<file path="config.mk">
export PLATFORM = sky130hd
export DESIGN_NAME = gsr_bus_regs
export DESIGN_NICKNAME = d
export VERILOG_FILES = /design/src/rtl/gsr_pkg.sv /design/src/rtl/gsr_sync.sv /design/src/rtl/gsr_ram.sv /design/src/rtl/gsr_regs.sv /design/src/rtl/gsr_bus_regs.sv
export SDC_FILE = /design/constraint.sdc
export NUM_CORES = 1
export LEC_CHECK = 0
export BUFFER_PORTS_ARGS = -buffer_cell sky130_fd_sc_hd__buf_2
export CELL_PAD_IN_SITES_DETAIL_PLACEMENT = 1
export CELL_PAD_IN_SITES_GLOBAL_PLACEMENT = 2
export CORE_ASPECT_RATIO = 1.25
export CORE_MARGIN = 3
export CORE_UTILIZATION = 48
export DETAILED_ROUTE_END_ITERATION = 10
export MAX_ROUTING_LAYER = met4
export PLACE_DENSITY_LB_ADDON = 0.15
export SYNTH_ARGS = -nofsm -noshare
export SYNTH_HDL_FRONTEND = slang
export SYNTH_SLANG_ARGS = --single-unit
export TNS_END_PERCENT = 50
</file>
<file path="constraint.sdc">
create_clock -name clk -period 13.94 [get_ports clk]
set_clock_uncertainty 0.15 [all_clocks]
set_input_delay 2.091 -clock clk [delete_from_list [all_inputs] [get_ports clk]]
set_output_delay 2.091 -clock clk [all_outputs]
set_load 0.05 [all_outputs]
</file>
<file path="src/rtl/gsr_pkg.sv">
package gsr_pkg;
  typedef enum logic [1:0] {
    REG_CTRL    = 2'd0,
    REG_PIN_IN  = 2'd1,
    REG_PIN_OUT = 2'd2,
    REG_PIN_OE  = 2'd3
  } reg_idx_e;

  localparam int unsigned CAP_BIT  = 0;
  localparam int unsigned EMIT_BIT = 1;
endpackage

</file>
<file path="src/rtl/gsr_sync.sv">
module gsr_sync #(
  parameter int W      = 32,
  parameter int STAGES = 2
) (
  input  logic         clk,
  input  logic         rst,
  input  logic [W-1:0] d,
  output logic [W-1:0] q
);
  logic [W-1:0] stage_q [STAGES];

  always_ff @(posedge clk) begin
    if (rst) begin
      for (int i = 0; i < STAGES; i++) stage_q[i] <= '0;
    end else begin
      stage_q[0] <= d;
      for (int i = 1; i < STAGES; i++) stage_q[i] <= stage_q[i-1];
    end
  end

  assign q = stage_q[STAGES-1];
endmodule

</file>
<file path="src/rtl/gsr_ram.sv">
module gsr_ram #(
  parameter int W     = 32,
  parameter int DEPTH = 32,
  localparam int AW   = $clog2(DEPTH)
) (
  input  logic          clk,
  input  logic          en,
  input  logic          we,
  input  logic [AW-1:0] addr,
  input  logic [W-1:0]  wdata,
  output logic [W-1:0]  rdata
);
  logic [W-1:0] mem [DEPTH];
  logic [W-1:0] rdata_q;

  always_ff @(posedge clk) begin
    if (en) begin
      if (we) mem[addr] <= wdata;
      rdata_q <= mem[addr];
    end
  end

  assign rdata = rdata_q;
endmodule

</file>
<file path="src/rtl/gsr_regs.sv">
module gsr_regs
  import gsr_pkg::*;
#(
  parameter int W     = 32,
  localparam int SEL_W = W / 8
) (
  input  logic             clk,
  input  logic             rst,
  input  logic             wr_en,
  input  reg_idx_e         wr_idx,
  input  logic [SEL_W-1:0] wr_sel,
  input  logic [W-1:0]     wr_data,
  input  logic             clr_cap,
  input  logic             clr_emit,
  output logic [W-1:0]     ctrl_q,
  output logic [W-1:0]     out_q,
  output logic [W-1:0]     oe_q
);
  logic [W-1:0] ctrl_m, out_m, oe_m, clr_mask;

  for (genvar b = 0; b < SEL_W; b++) begin : g_lane
    assign ctrl_m[b*8 +: 8] = (wr_en && wr_idx == REG_CTRL && wr_sel[b])
                              ? wr_data[b*8 +: 8] : ctrl_q[b*8 +: 8];
    assign out_m[b*8 +: 8]  = (wr_en && wr_idx == REG_PIN_OUT && wr_sel[b])
                              ? wr_data[b*8 +: 8] : out_q[b*8 +: 8];
    assign oe_m[b*8 +: 8]   = (wr_en && wr_idx == REG_PIN_OE && wr_sel[b])
                              ? wr_data[b*8 +: 8] : oe_q[b*8 +: 8];
  end

  always_comb begin
    clr_mask           = '0;
    clr_mask[CAP_BIT]  = clr_cap;
    clr_mask[EMIT_BIT] = clr_emit;
  end

  always_ff @(posedge clk) begin
    if (rst) begin
      ctrl_q <= '0;
      out_q  <= '0;
      oe_q   <= '0;
    end else begin
      ctrl_q <= ctrl_m & ~clr_mask;
      out_q  <= out_m;
      oe_q   <= oe_m;
    end
  end

  // a hardware clear beats any same-cycle bus write
  p_cap_clear_wins_r8: assert property (@(posedge clk) disable iff (rst)
    clr_cap |=> !ctrl_q[CAP_BIT]);
  p_emit_clear_wins_r8: assert property (@(posedge clk) disable iff (rst)
    clr_emit |=> !ctrl_q[EMIT_BIT]);
  // the enable mask moves only on a write aimed at it
  p_oe_hold_r3: assert property (@(posedge clk) disable iff (rst)
    !(wr_en && wr_idx == REG_PIN_OE) |=> $stable(oe_q));
endmodule

</file>
<file path="src/rtl/gsr_bus_regs.sv">
module gsr_bus_regs
  import gsr_pkg::*;
#(
  parameter int DATA_W      = 32,
  parameter int RAM_WORDS   = 32,
  parameter int SYNC_STAGES = 2
) (
  input  logic                                          clk,
  input  logic                                          rst,
  input  logic                                          bus_cyc,
  input  logic                                          bus_stb,
  input  logic                                          bus_we,
  input  logic [$clog2(DATA_W/8)+$clog2(RAM_WORDS):0]   bus_adr,
  input  logic [DATA_W/8-1:0]                           bus_sel,
  input  logic [DATA_W-1:0]                             bus_dat_w,
  output logic [DATA_W-1:0]                             bus_dat_r,
  output logic                                          bus_ack,
  input  logic [DATA_W-1:0]                             pin_in,
  output logic [DATA_W-1:0]                             pin_out,
  output logic [DATA_W-1:0]                             pin_oe,
  output logic [DATA_W-1:0]                             ctrl_word,
  input  logic                                          eng_busy,
  input  logic                                          clr_capture,
  input  logic                                          clr_emit,
  input  logic                                          eng_ram_en,
  input  logic                                          eng_ram_we,
  input  logic [$clog2(RAM_WORDS)-1:0]                  eng_ram_addr,
  input  logic [DATA_W-1:0]                             eng_ram_wdata,
  output logic [DATA_W-1:0]                             eng_ram_rdata
);
  localparam int BYTE_LSB = $clog2(DATA_W / 8);
  localparam int RAM_AW   = $clog2(RAM_WORDS);
  localparam int RAM_BIT  = BYTE_LSB + RAM_AW;

  logic              ack_q, sel_ram_q, blocked_q;
  logic [DATA_W-1:0] reg_rdata_q, reg_mux, pin_sync;
  logic [DATA_W-1:0] ctrl_q, out_q, oe_q, ram_rdata, ram_wdata;
  logic              req, ram_hit, reg_hit, bus_ram_go, ram_en, ram_we;
  logic [RAM_AW-1:0] ram_addr;
  reg_idx_e          reg_idx;
  logic              unused_adr_lsb;

  assign unused_adr_lsb = ^bus_adr[BYTE_LSB-1:0];

  // request and address decode
  assign req     = bus_cyc && bus_stb && !ack_q;
  assign ram_hit = bus_adr[RAM_BIT];
  assign reg_hit = !bus_adr[RAM_BIT] && (bus_adr[RAM_BIT-1:BYTE_LSB+2] == '0);
  assign reg_idx = reg_idx_e'(bus_adr[BYTE_LSB+1:BYTE_LSB]);

  gsr_sync #(.W(DATA_W), .STAGES(SYNC_STAGES)) i_sync (
    .clk (clk),
    .rst (rst),
    .d   (pin_in),
    .q   (pin_sync)
  );

  gsr_regs #(.W(DATA_W)) i_regs (
    .clk      (clk),
    .rst      (rst),
    .wr_en    (req && bus_we && reg_hit),
    .wr_idx   (reg_idx),
    .wr_sel   (bus_sel),
    .wr_data  (bus_dat_w),
    .clr_cap  (clr_capture),
    .clr_emit (clr_emit),
    .ctrl_q   (ctrl_q),
    .out_q    (out_q),
    .oe_q     (oe_q)
  );

  // buffer port: engine owns it while busy
  assign bus_ram_go = req && ram_hit && !eng_busy;
  assign ram_en     = eng_busy ? eng_ram_en : bus_ram_go;
  assign ram_we     = eng_busy ? (eng_ram_en && eng_ram_we) : (bus_ram_go && bus_we);
  assign ram_addr   = eng_busy ? eng_ram_addr : bus_adr[BYTE_LSB +: RAM_AW];
  assign ram_wdata  = eng_busy ? eng_ram_wdata : bus_dat_w;

  gsr_ram #(.W(DATA_W), .DEPTH(RAM_WORDS)) i_ram (
    .clk   (clk),
    .en    (ram_en),
    .we    (ram_we),
    .addr  (ram_addr),
    .wdata (ram_wdata),
    .rdata (ram_rdata)
  );

  always_comb begin
    unique case (reg_idx)
      REG_CTRL:    reg_mux = ctrl_q;
      REG_PIN_IN:  reg_mux = pin_sync;
      REG_PIN_OUT: reg_mux = out_q;
      REG_PIN_OE:  reg_mux = oe_q;
      default:     reg_mux = '0;
    endcase
  end

  always_ff @(posedge clk) begin
    if (rst) begin
      ack_q       <= 1'b0;
      sel_ram_q   <= 1'b0;
      blocked_q   <= 1'b0;
      reg_rdata_q <= '0;
    end else begin
      ack_q     <= req;
      sel_ram_q <= req && ram_hit;
      blocked_q <= req && ram_hit && eng_busy;
      if (req) reg_rdata_q <= reg_hit ? reg_mux : '0;
    end
  end

  assign bus_ack       = ack_q;
  assign bus_dat_r     = sel_ram_q ? (blocked_q ? '0 : ram_rdata) : reg_rdata_q;
  assign eng_ram_rdata = ram_rdata;
  assign ctrl_word     = ctrl_q;
  assign pin_out       = out_q;
  assign pin_oe        = oe_q;

  // no acknowledge lasts longer than one cycle
  p_ack_one_cycle_r2: assert property (@(posedge clk) disable iff (rst)
    bus_ack |=> !bus_ack);
  // a buffer read issued while the engine is busy returns zero
  p_busy_read_zero_r6: assert property (@(posedge clk) disable iff (rst)
    (req && !bus_we && ram_hit && eng_busy) |=> (bus_dat_r == '0));
  // a read of a hole in the map returns zero
  p_hole_read_zero_r9: assert property (@(posedge clk) disable iff (rst)
    (req && !bus_we && !ram_hit && !reg_hit) |=> (bus_dat_r == '0));
endmodule

</file>
==> impl_summary.log, run 1 <==
INFO  metric dieWidth = 288 um
INFO  metric post-dp-hpwl = 88.3 mm
INFO  metric tightest_slew = 1.21 ns
INFO  metric critical_path_peak_fanout = 139
INFO  metric hold_class = flip-flop to flip-flop
INFO  metric timing.final.ws_setup = 7.05 ns
INFO  metric viasPerCell = 6.09
INFO  metric cts.repair_timing.setup_buffer_count = 0
INFO  metric antenna_left = 0
INFO  metric final.min_clock_period = 6.89 ns
INFO  metric drt_pre_antenna_iters = 5
INFO  metric share_of_yosys_cell_area_claimed_by_the_top_area_cell_type = 66.6%
INFO  metric pin_count = 284
INFO  metric fp.coreArea = 98000 um^2
INFO  metric p_per_area = 142 nW/um^2
INFO  metric largest_net_degree_at_the_start_of_global_routing = 140
INFO  metric cts-resized-gates = 0
INFO  metric finalNetCount = 3492
INFO  metric postSynthRegisterBits = 1251
INFO  metric reg2reg_setup_slack = 9.97 ns
INFO  metric floorplan.die_area = 103000 um^2
INFO  metric path_clk_slew = 0.06 ns
INFO  metric final_common_cell = sky130_fd_sc_hd__edfxtp_1
INFO  metric synth_warnings = 0
INFO  metric final_layout_size_suffix_gt1_share = 18.6%
INFO  metric synth.distinct_cells = 44
INFO  metric synth_enable_flop_cells = 1056
INFO  metric relSlewSlack = 19.2%
INFO  metric detail_route.drc_violations = 0
INFO  metric period_share = 49.4%
INFO  metric mean_area_per_synthesized_cell = 15.5 um^2
INFO  metric cp_data_required_time = 14.20 ns
INFO  metric grt_setup_unrepaired = false
INFO  metric numPortBuffers = 281
INFO  metric area_growth_syn_to_layout = 14.8%
INFO  metric clock_tree.root_cell = sky130_fd_sc_hd__clkbuf_16
INFO  metric mappedNetlistNets = 3200
INFO  metric totalWireLength = 147 mm
INFO  metric power.leakage = 19.8 nW
INFO  metric cts-htree-levels = 3
INFO  metric timing.setup.tns = 0 ns
INFO  metric cts_hold_buf = 0
INFO  metric drt_first_iter_violations = 3103
INFO  metric max-clock-path-buffers = 3
INFO  metric cts_tree = yes
INFO  metric cts_sinks = 1251
INFO  metric final_core_utilization = 55.8%
INFO  metric min_delay_endpoint = i_sync.stage_q[0][36]
INFO  metric wl_per_cell = 30.8 um
INFO  metric synth.top_cells.by_area = sky130_fd_sc_hd__edfxtp_1, sky130_fd_sc_hd__dfxtp_1, sky130_fd_sc_hd__mux2i_1
INFO  metric layout_common_cells = sky130_fd_sc_hd__edfxtp_1, sky130_fd_sc_hd__mux2i_1, sky130_fd_sc_hd__nand2_1, sky130_fd_sc_hd__buf_2, sky130_fd_sc_hd__dfxtp_1
INFO  metric globalRouteTotalUtil = 29.1%
INFO  metric outcome = finished, final reports clean
INFO  metric f_max = 145 MHz
INFO  metric worst_supply_voltage_drop_on_vdd = 0.0916 mV
INFO  metric grt_pass1_vias = 30300
INFO  metric final-hold-violation-count = 0
INFO  metric finalSetupViolations = 0
INFO  metric number_of_placement_rows = 128
INFO  metric design_area = 54700 um^2
INFO  metric ys.flop_type = sky130_fd_sc_hd__edfxtp_1
INFO  metric grt_first_pass_wirelength = 210 mm
INFO  metric worstReg2RegEnd = i_ram.mem[27][4]
INFO  metric global_route.overflow_total = 0
INFO  metric synthesis.instances = 3077
INFO  metric yosysTopAreaCell = sky130_fd_sc_hd__edfxtp_1
INFO  metric cap_viol_max_count = 0
INFO  metric antenna_violations_before_repair = 11
INFO  metric synth-seq-area-share = 74.7%
INFO  metric ff2ff_path_depth = 6
INFO  metric slew_viol_final = 0
INFO  metric synthArstFlopShare = 0%
INFO  metric hold_path.startpoint = i_sync.stage_q[0][4]
INFO  metric timing.critical_path.from_type = primary input
INFO  metric min_delay_path_depth = 1
INFO  metric critical_path_arrival = 7.15 ns
INFO  metric worstSetupEndpointType = flip-flop
INFO  metric r2r-start = bus_ack
INFO  metric floorplan.die.height = 358 um
INFO  metric fin_total_pwr = 7.76 mW
INFO  metric place_congestion = 0.851
INFO  metric syn_area = 47600 um^2
INFO  metric setup_cp_type = primary input to flip-flop
INFO  metric post-place-ws = 6.41 ns
INFO  metric floorplan.initialDensity = 48.6%
INFO  metric cts-buffers-inserted = 118
INFO  metric route.vias.total = 29000
INFO  metric placed_area = 50900 um^2
INFO  metric clk_latency = 0.73 ns
==> synthesized netlist by cell type (all sizes together) (3+ instances only) <==
cell,count
edfxtp,1056
mux2i,342
nand2,291
dfxtp,195
a21oi,184
nor2,171
a22oi,158
o22ai,119
clkbuf,115
or4,80
nor2b,69
buf,62
o21ai,48
mux4,39
inv,36
mux2,34
nand4,15
a21o,8
nor4,8
nor4bb,6
o32ai,5
and4b,4
nor4b,4
a2111oi,3
nand3b,3
nand4b,3
nor3,3
==> critical path, stage by stage <==
cell                      delay [ns]
sky130_fd_sc_hd__buf_2          0.08
sky130_fd_sc_hd__buf_4          0.62
sky130_fd_sc_hd__mux2_8         0.79
sky130_fd_sc_hd__buf_12         0.76
sky130_fd_sc_hd__buf_4          0.75
sky130_fd_sc_hd__mux4_2         0.60
sky130_fd_sc_hd__nor2b_1        0.14
sky130_fd_sc_hd__or4_1          0.52
sky130_fd_sc_hd__or4_1          0.52
==> flip-flops by register name, summed over array words and instances (netlist names) <==
name / count
i_ram.mem: 1024
i_sync.stage_q: 64
i_ram.rdata: 32
i_regs.ctrl_q: 32
i_regs.oe_q: 32
i_regs.out_q: 32
reg_rdata_q: 32
blocked_q: 1
bus_ack: 1
sel_ram_q: 1
==> final cells by class <==
| cell class | instances | area (um^2) |
|---|---|---|
| Fill cell | 9229 | 43300 |
| Sequential cell | 1251 | 35600 |
| Multi-Input combinational cell | 1613 | 11600 |
| Clock buffer | 144 | 3130 |
| Timing Repair Buffer | 349 | 1940 |
| Tap cell | 1300 | 1630 |
| Clock inverter | 73 | 606 |
| Inverter | 36 | 135 |
| Antenna cell | 6 | 15.0 |
==> worst max-delay path by stage <==
stage / startpoint / to / slack (ns)
after floorplan: eng_busy / i_ram.rdata[0] / 8.10
after global placement: bus_adr[2] / i_ram.rdata[1] / 6.44
after detailed placement: bus_adr[2] / i_ram.rdata[1] / 6.41
after CTS: bus_adr[2] / i_ram.rdata[1] / 7.17
after global routing: bus_adr[2] / i_ram.rdata[6] / 6.90
final: bus_adr[2] / i_ram.rdata[1] / 7.05
==> layer usage <==
layer | routed length (um) | vias up | track usage [%]
met2 | 73200 | 1223 | 48.5
met3 | 10100 | 237 | 3.62
met5 | 0 | - | -
met1 | 59900 | 15200 | 37.9
met4 | 3890 | 0 | 8.34
li1 | - | 12400 | -
==> cells by family after synthesis <==
group / after synthesis / share of synthesized area, %
simple gates: 666 / 6.65
compound gates: 532 / 6.90
flops: 1251 / 74.7
buf+inv: 213 / 1.87
mux: 415 / 9.84
==> report_power, final <==
group / switching [mW] / internal (mW) / leakage [nW] / total [mW]
combinational: 0.352 / 0.131 / 6.89 / 0.484
sequential: 0.0120 / 4.11 / 11.1 / 4.12
clock: 1.38 / 1.77 / 1.83 / 3.15
==> stage by stage <==
stage | hold slack, ns | cells
5_1_grt | 0.298 | 4769
2_1_floorplan | 0.264 | 3077
3_3_place_gp | 0.270 | 4549
4_1_cts | 0.291 | 4766
3_5_place_dp | 0.277 | 4549
6_report | 0.284 | 4772
Power figures use the tool's default switching activity.
==> run 2, diff against run 1 <==
- CORE_UTILIZATION: 48 -> 40
- clock period: 13.94 -> 6.1 ns (I/O delays scaled with it)
==> run 2 against run 1 <==
Against the previous run:
- first-iteration DRC count down 17%
- largest cell class unchanged
- count of clock-buffer cells in the layout up 11
- global-route usage down 4.6 points
- non-clock buffer count up 20
- core utilization down 8.5 points
- die area up 20%
- routed wire length up 1.4%
- sequential share of layout area down 0.90 points
==> impl_summary.log, run 2 (synthesis gave the netlist of run 1 again) <==
INFO  metric outcome = finished, final reports clean (unchanged)
INFO  metric cts-htree-levels = 3 (unchanged)
INFO  metric number_of_placement_rows = 140 (was 128)
INFO  metric post_layout_nonfiller_instances = 5064 (was 4772)
INFO  metric power.leakage = 20.0 nW (was 19.8 nW)
INFO  metric totalWireLength = 149 mm (was 147 mm)
INFO  metric fp.coreArea = 117000 um^2 (was 98000 um^2)
INFO  metric cts_hold_buf = 0 (unchanged)
INFO  metric cts-buffers-inserted = 120 (was 118)
INFO  metric ff2ff_path_depth = 6 (unchanged)
INFO  metric layout_common_cells = sky130_fd_sc_hd__edfxtp_1, sky130_fd_sc_hd__mux2i_1, sky130_fd_sc_hd__nand2_1, sky130_fd_sc_hd__buf_2, sky130_fd_sc_hd__dfxtp_1 (unchanged)
INFO  metric finalNetCount = 3514 (was 3492)
INFO  metric setup_cp_type = flip-flop to output port (was primary input to flip-flop)
INFO  metric final-hold-violation-count = 0 (unchanged)
INFO  metric largest_reg_flops = 1024 (unchanged)
INFO  metric top_register = i_ram.mem (unchanged)
INFO  metric final_core_utilization = 47.2% (was 55.8%)
INFO  metric floorplan.die_area = 123000 um^2 (was 103000 um^2)
INFO  metric largest_net_degree_at_the_start_of_global_routing = 122 (was 140)
INFO  metric worst_path_max_delay_cell = sky130_fd_sc_hd__nor2b_4 (was sky130_fd_sc_hd__mux2_8)
INFO  metric final_layout_size_suffix_gt1_share = 18.8% (was 18.6%)
INFO  metric antenna_violations_before_repair = 7 (was 11)
INFO  metric cts-resized-gates = 0 (unchanged)
INFO  metric worst_path_cell_trace = buf_4 > nor2b_4 > nand2_1 > o21ai_0 > buf_2 (was buf_2 > buf_4 > mux2_8 > buf_12 > buf_4 > mux4_2 > nor2b_1 > or4_1 > or4_1)
INFO  metric stages_on_worst_setup_path = 5 (was 9)
INFO  metric global_route.overflow_total = 0 (unchanged)
INFO  metric grt_setup_unrepaired = false (unchanged)
INFO  metric cp_data_required_time = 5.03 ns (was 14.20 ns)
INFO  metric numPlacedInstances = 4831 (was 4549)
INFO  metric cap_viol_max_count = 0 (unchanged)
INFO  metric pin_count = 284 (unchanged)
INFO  metric drt_pre_antenna_iters = 5 (unchanged)
INFO  metric final.min_clock_period = 4.15 ns
INFO  metric slew_viol_final = 0 (unchanged)
INFO  metric finalSetupViolations = 0 (unchanged)
INFO  metric clock_tree.root_cell = sky130_fd_sc_hd__clkbuf_16 (unchanged)
INFO  metric dominant_delay_contributor_by_cell_family_on_the_critical_path = simple AND/OR/NAND/NOR gates (was buffers and inverters)
INFO  metric cts_tree = yes (unchanged)
INFO  metric cp_slowest_stage_delay = 0.93 ns (was 0.79 ns)
INFO  metric clk_latency = 0.73 ns (about the same)
INFO  metric cts.repair_timing.setup_buffer_count = 0 (unchanged)
INFO  metric critical_path_peak_fanout = 34 (was 139)
INFO  metric grt_first_pass_wirelength = 213 mm (was 210 mm)
INFO  metric p_per_area = 320 nW/um^2 (was 142 nW/um^2)
INFO  metric numPortBuffers = 281 (unchanged)
INFO  metric min_delay_path_depth = 2 (was 1)
INFO  metric worstSetupEndpointType = output port (was flip-flop)
INFO  metric area_growth_syn_to_layout = 16.4% (was 14.8%)
INFO  metric max-clock-path-buffers = 3 (unchanged)
INFO  metric grt_pass1_vias = 29900 (was 30300)
INFO  metric hold_class = primary input to flip-flop (was flip-flop to flip-flop)
INFO  metric detail_route.drc_violations = 0 (unchanged)
INFO  metric path_clk_slew = 0.06 ns (about the same)
INFO  metric antenna_left = 0 (unchanged)
INFO  metric cp_bufs_invs = 2 (was 4)
INFO  metric cts_sinks = 1251 (unchanged)
INFO  metric worst_supply_voltage_drop_on_vdd = 0.287 mV (was 0.0916 mV)
INFO  metric f_max = 241 MHz
INFO  metric floorplan.die.height = 392 um (was 358 um)
INFO  metric post-dp-hpwl = 92.2 mm (was 88.3 mm)
INFO  metric critical_path_arrival = 3.09 ns (was 7.15 ns)
INFO  metric globalRouteTotalUtil = 24.6% (was 29.1%)
INFO  metric timing.critical_path.from_type = flip-flop (was primary input)
INFO  metric floorplan.initialDensity = 40.6% (was 48.6%)
INFO  metric wl_per_cell = 29.5 um (was 30.8 um)
INFO  metric final_common_cell = sky130_fd_sc_hd__edfxtp_1 (unchanged)
INFO  metric dieWidth = 315 um (was 288 um)
INFO  metric timing.setup.tns = 0 ns (unchanged)
INFO  metric reg_top3 = i_ram.mem x1024, i_sync.stage_q x64 (unchanged)
INFO  metric tightest_slew = 1.32 ns (was 1.21 ns)
INFO  metric relSlewSlack = 11.9% (was 19.2%)
INFO  metric place_congestion = 0.856 (was 0.851)
INFO  metric fill_cells = 11400 (was 9229)
INFO  metric period_share = 68.1%
INFO  metric viasPerCell = 5.69 (was 6.09)
INFO  metric drt_first_iter_violations = 2585 (was 3103)
INFO  metric route.vias.total = 28800 (was 29000)
## run 2: cell types whose count changed in the layout (fill, tap and decap cells not counted), moves of 2 or more
| cell | change |
|---|---|
| sky130_fd_sc_hd__clkinvlp_2 | -3 |
| sky130_fd_sc_hd__buf_4 | -2 |
| sky130_fd_sc_hd__clkbuf_1 | +10 |
| sky130_fd_sc_hd__clkinv_1 | +9 |
| sky130_fd_sc_hd__buf_12 | +22 |
| sky130_fd_sc_hd__bufinv_16 | -2 |
| sky130_fd_sc_hd__clkinv_2 | -4 |
| sky130_fd_sc_hd__clkinv_8 | +2 |
| sky130_fd_sc_hd__clkinvlp_4 | -3 |
## run 2: path summary, 6_finish.rpt
path | to | start | slack (ns)
max | bus_dat_r[12] | sel_ram_q | 1.95
min | i_regs.ctrl_q[0] | clr_capture | 0.20
max reg2reg | i_ram.mem[30][4] | bus_ack | 2.46
min reg2reg | i_sync.stage_q[0][62] | i_sync.stage_q[0][30] | 0.28
## run 2: through the flow
| stage | cell area, um^2 | hold slack (ns) | power [mW] | setup WS (ns) |
|---|---|---|---|---|
| 2_1_floorplan | 47600 | 0.264 | 10.2 | 1.43 |
| 3_3_place_gp | 51700 | 0.269 | 10.7 | 1.35 |
| 3_5_place_dp | 51700 | 0.276 | 10.7 | 1.25 |
| 5_1_grt | 55400 | 0.181 | 18.3 | 1.79 |
| 6_report | 55500 | 0.202 | 17.8 | 1.95 |
| 4_1_cts | 55400 | 0.149 | 17.9 | 1.86 |
## run 2: power by group
group	internal, mW	switching [mW]
clock	4.00	3.20
combinational	0.313	0.804
sequential	9.39	0.0400
## run 2: metal layers
metal / global-route usage, % / vias up / part of all wire [%]
met5: - / - / 0
met4: 7.63 / 0 / 2.9
met3: 3.21 / 218 / 5.7
met2: 40.8 / 970 / 49
met1: 31.6 / 15200 / 42
li1: - / 12500 / -
## run 2: final cells by class
| cell class | count | area [um^2] | area share (%) |
|---|---|---|---|
| clock buffers | 155 | 3180 | 5.73 |
| clock inverters | 73 | 574 | 1.04 |
| multi-input cells | 1613 | 11600 | 21.0 |
| diodes | 5 | 12.5 | 0.0226 |
| inverters | 36 | 135 | 0.244 |
| repair buffers | 369 | 2360 | 4.26 |
| flip-flops and latches | 1251 | 35600 | 64.2 |
| well taps | 1562 | 1950 | 3.52 |
==> run 3, diff against run 2 <==
- clock period: 6.1 -> 3.38 ns (I/O delays scaled with it)
==> run 3 against run 2 <==
Against the previous run:
- combinational power grew 100%
- first-iteration DRC count shrank 9.2%
- final area grew 5.5%
- global-route usage grew 0.13 points
- critical path type is now primary input to flip-flop
- largest power group unchanged
- die area is the same
- count of clock-buffer cells in the layout shrank 13
- final cell count grew 4.8%
==> impl_summary.log, run 3 (synthesis gave the netlist of run 1 again) <==
INFO  metric outcome = finished, final reports clean (unchanged)
INFO  metric drt_first_iter_violations = 2346 (was 2585)
INFO  metric area_growth_syn_to_layout = 22.8% (was 16.4%)
INFO  metric globalRouteTotalUtil = 24.7% (was 24.6%)
INFO  metric floorplan.initialDensity = 40.6% (unchanged)
INFO  metric fin_worst_hold_slack = 0.0591 ns (was 0.202 ns)
INFO  metric grt_pass1_vias = 31000 (was 29900)
INFO  metric f_max = 340 MHz
INFO  metric cap_viol_max_count = 0 (unchanged)
INFO  metric timing.setup.tns = 0 ns (unchanged)
INFO  metric cts_tree = yes (unchanged)
INFO  metric p_per_area = 560 nW/um^2 (was 320 nW/um^2)
INFO  metric post-dp-hpwl = 97.7 mm (was 92.2 mm)
INFO  metric tightest_slew = 1.20 ns (was 1.32 ns)
INFO  metric cts.repair_timing.setup_buffer_count = 0 (unchanged)
INFO  metric worst_path_max_delay_cell = sky130_fd_sc_hd__or4_1 (was sky130_fd_sc_hd__nor2b_4)
INFO  metric antenna_violations_before_repair = 14 (was 7)
INFO  metric placed_area = 53900 um^2 (was 51700 um^2)
INFO  metric finalSetupViolations = 0 (unchanged)
INFO  metric cp_data_required_time = 3.67 ns (was 5.03 ns)
INFO  metric clock_tree.root_cell = sky130_fd_sc_hd__clkbuf_16 (unchanged)
INFO  metric slew_viol_final = 0 (unchanged)
INFO  metric cp_slowest_stage_delay = 0.56 ns (was 0.93 ns)
INFO  metric power.leakage = 21.5 nW (was 20.0 nW)
INFO  metric final.min_clock_period = 2.94 ns
INFO  metric final_layout_size_suffix_gt1_share = 22.7% (was 18.8%)
INFO  metric floorplan.die_area = 123000 um^2 (unchanged)
INFO  metric worst_supply_voltage_drop_on_vdd = 0.398 mV (was 0.287 mV)
INFO  metric viasPerCell = 5.56 (was 5.69)
INFO  metric max-clock-path-buffers = 3 (unchanged)
INFO  metric fin_total_pwr = 32.8 mW (was 17.8 mW)
INFO  metric period_share = 86.9%
INFO  metric worstSetupEndpointType = flip-flop (was output port)
INFO  metric largest_net_degree_at_the_start_of_global_routing = 79 (was 122)
INFO  metric global_route.overflow_total = 0 (unchanged)
INFO  metric detail_route.drc_violations = 0 (unchanged)
INFO  metric dominant_delay_contributor_by_cell_family_on_the_critical_path = simple AND/OR/NAND/NOR gates (unchanged)
INFO  metric final-hold-violation-count = 0 (unchanged)
INFO  metric cts-buffers-inserted = 118 (was 120)
INFO  metric place_congestion = 0.846 (was 0.856)
INFO  metric cts-htree-levels = 3 (unchanged)
INFO  metric worst_path_cell_trace = buf_4 > mux2_8 > buf_12 > buf_4 > mux2i_1 > o22ai_1 > or4_1 > or4_1 (was buf_4 > nor2b_4 > nand2_1 > o21ai_0 > buf_2)
INFO  metric cts-resized-gates = 0 (unchanged)
INFO  metric layout_common_cells = sky130_fd_sc_hd__edfxtp_1, sky130_fd_sc_hd__mux2i_1, sky130_fd_sc_hd__nand2_1, sky130_fd_sc_hd__buf_2, sky130_fd_sc_hd__dfxtp_1 (unchanged)
INFO  metric final_common_cell = sky130_fd_sc_hd__edfxtp_1 (unchanged)
INFO  metric timing.critical_path.from_type = primary input (was flip-flop)
INFO  metric grt_setup_unrepaired = false (unchanged)
INFO  metric numPortBuffers = 281 (unchanged)
INFO  metric numPlacedInstances = 5008 (was 4831)
INFO  metric cts_hold_buf = 68 (was 0)
INFO  metric hold_class = primary input to flip-flop (unchanged)
INFO  metric register_area = 35600 um^2 (unchanged)
INFO  metric grt_first_pass_wirelength = 215 mm (was 213 mm)
INFO  metric cp_bufs_invs = 3 (was 2)
INFO  metric path_clk_slew = 0.06 ns (about the same)
INFO  metric drt_pre_antenna_iters = 5 (unchanged)
INFO  metric dieWidth = 315 um (unchanged)
INFO  metric setup_cp_type = primary input to flip-flop (was flip-flop to output port)
INFO  metric fp.coreArea = 117000 um^2 (unchanged)
INFO  metric cts_sinks = 1251 (unchanged)
INFO  metric fill_cells = 11300 (was 11400)
INFO  metric combined_area_of_the_multi_input_logic_cells = 11600 um^2 (about the same)
INFO  metric number_of_placement_rows = 140 (unchanged)
INFO  metric critical_path_peak_fanout = 28 (was 34)
INFO  metric wl_per_cell = 28.2 um (was 29.5 um)
INFO  metric top_register = i_ram.mem (unchanged)
INFO  metric floorplan.die.height = 392 um (unchanged)
INFO  metric totalWireLength = 150 mm (was 149 mm)
INFO  metric critical_path_arrival = 3.23 ns (was 3.09 ns)
INFO  metric design_area = 58500 um^2 (was 55500 um^2)
INFO  metric post_layout_nonfiller_instances = 5306 (was 5064)
INFO  metric route.vias.total = 29500 (was 28800)
INFO  metric pin_count = 284 (unchanged)
INFO  metric relSlewSlack = 19.1% (was 11.9%)
INFO  metric antenna_left = 0 (unchanged)
INFO  metric reg_top3 = i_ram.mem x1024, i_sync.stage_q x64 (unchanged)
INFO  metric largest_reg_flops = 1024 (unchanged)
INFO  metric finalNetCount = 3757 (was 3514)
INFO  metric clk_latency = 0.72 ns (was 0.73 ns)
## run 3: cell types whose count changed in the layout (fill, tap and decap cells not counted), moves of 2 or more
cell / before / now
sky130_fd_sc_hd__clkbuf_16: 121 / 119
sky130_fd_sc_hd__buf_4: 66 / 175
sky130_fd_sc_hd__clkinv_2: 18 / 20
sky130_fd_sc_hd__buf_12: 23 / 92
sky130_fd_sc_hd__clkinvlp_4: 0 / 5
sky130_fd_sc_hd__clkinv_1: 38 / 30
sky130_fd_sc_hd__nand2_1: 290 / 288
sky130_fd_sc_hd__clkbuf_1: 31 / 21
sky130_fd_sc_hd__diode_2: 5 / 9
sky130_fd_sc_hd__dlygate4sd3_1: 0 / 68
sky130_fd_sc_hd__nand2_2: 1 / 3
sky130_fd_sc_hd__bufinv_16: 8 / 16
sky130_fd_sc_hd__clkinv_4: 2 / 0
## run 3: area by class of cell
cell class	instances	share of cell area, %
clock inverter	79	1.42
multi-input combinational	1613	19.9
inverter	36	0.231
clock buffer	142	5.27
timing repair buffer	614	8.96
tap	1562	3.34
antenna	9	0.0385
sequential	1251	60.9
## run 3: per-stage QoR
stage | utilization, % | worst slack, ns
final | 49.8 | 0.443
after detailed placement | 45.9 | -0.206
after global routing | 49.8 | 0.303
after global placement | 45.9 | -0.222
after CTS | 49.8 | 0.476
after floorplan | - | -0.514
## run 3: layer usage
metal  track usage (%)  up-vias  part of all wire [%]
met5                 -        -                     0
met4              6.80        0                   2.4
met3              4.03      189                   6.1
met2              41.6      921                    50
met1              31.0    15400                    42
li1                  -    13000                     -
## run 3: final timing paths
check	start	endpoint	slack, ns	depth (start not counted)
max reg2reg	bus_ack	i_ram.mem[20][4]	0.69	7
min	rst	i_regs.oe_q[21]	0.06	2
min reg2reg	i_sync.stage_q[0][25]	i_sync.stage_q[0][57]	0.29	1
max	eng_busy	i_ram.rdata[17]	0.44	8
## run 3: worst register-to-register path, cell delays in order (launching register included)
cell and delay [ns]:
sky130_fd_sc_hd__dfxtp_1 0.35, sky130_fd_sc_hd__nand4b_1 0.34, sky130_fd_sc_hd__o31a_1 0.44, sky130_fd_sc_hd__nor2_1 0.21
sky130_fd_sc_hd__nand2_1 0.14, sky130_fd_sc_hd__buf_12 0.18, sky130_fd_sc_hd__nor2_4 0.29, sky130_fd_sc_hd__buf_12 0.26
## run 3: where the power goes
| group | total (mW) | internal [mW] | switching (mW) |
|---|---|---|---|
| Combinational | 2.29 | 0.777 | 1.51 |
| Sequential | 17.0 | 16.9 | 0.0647 |
| Clock | 13.5 | 7.71 | 5.76 |
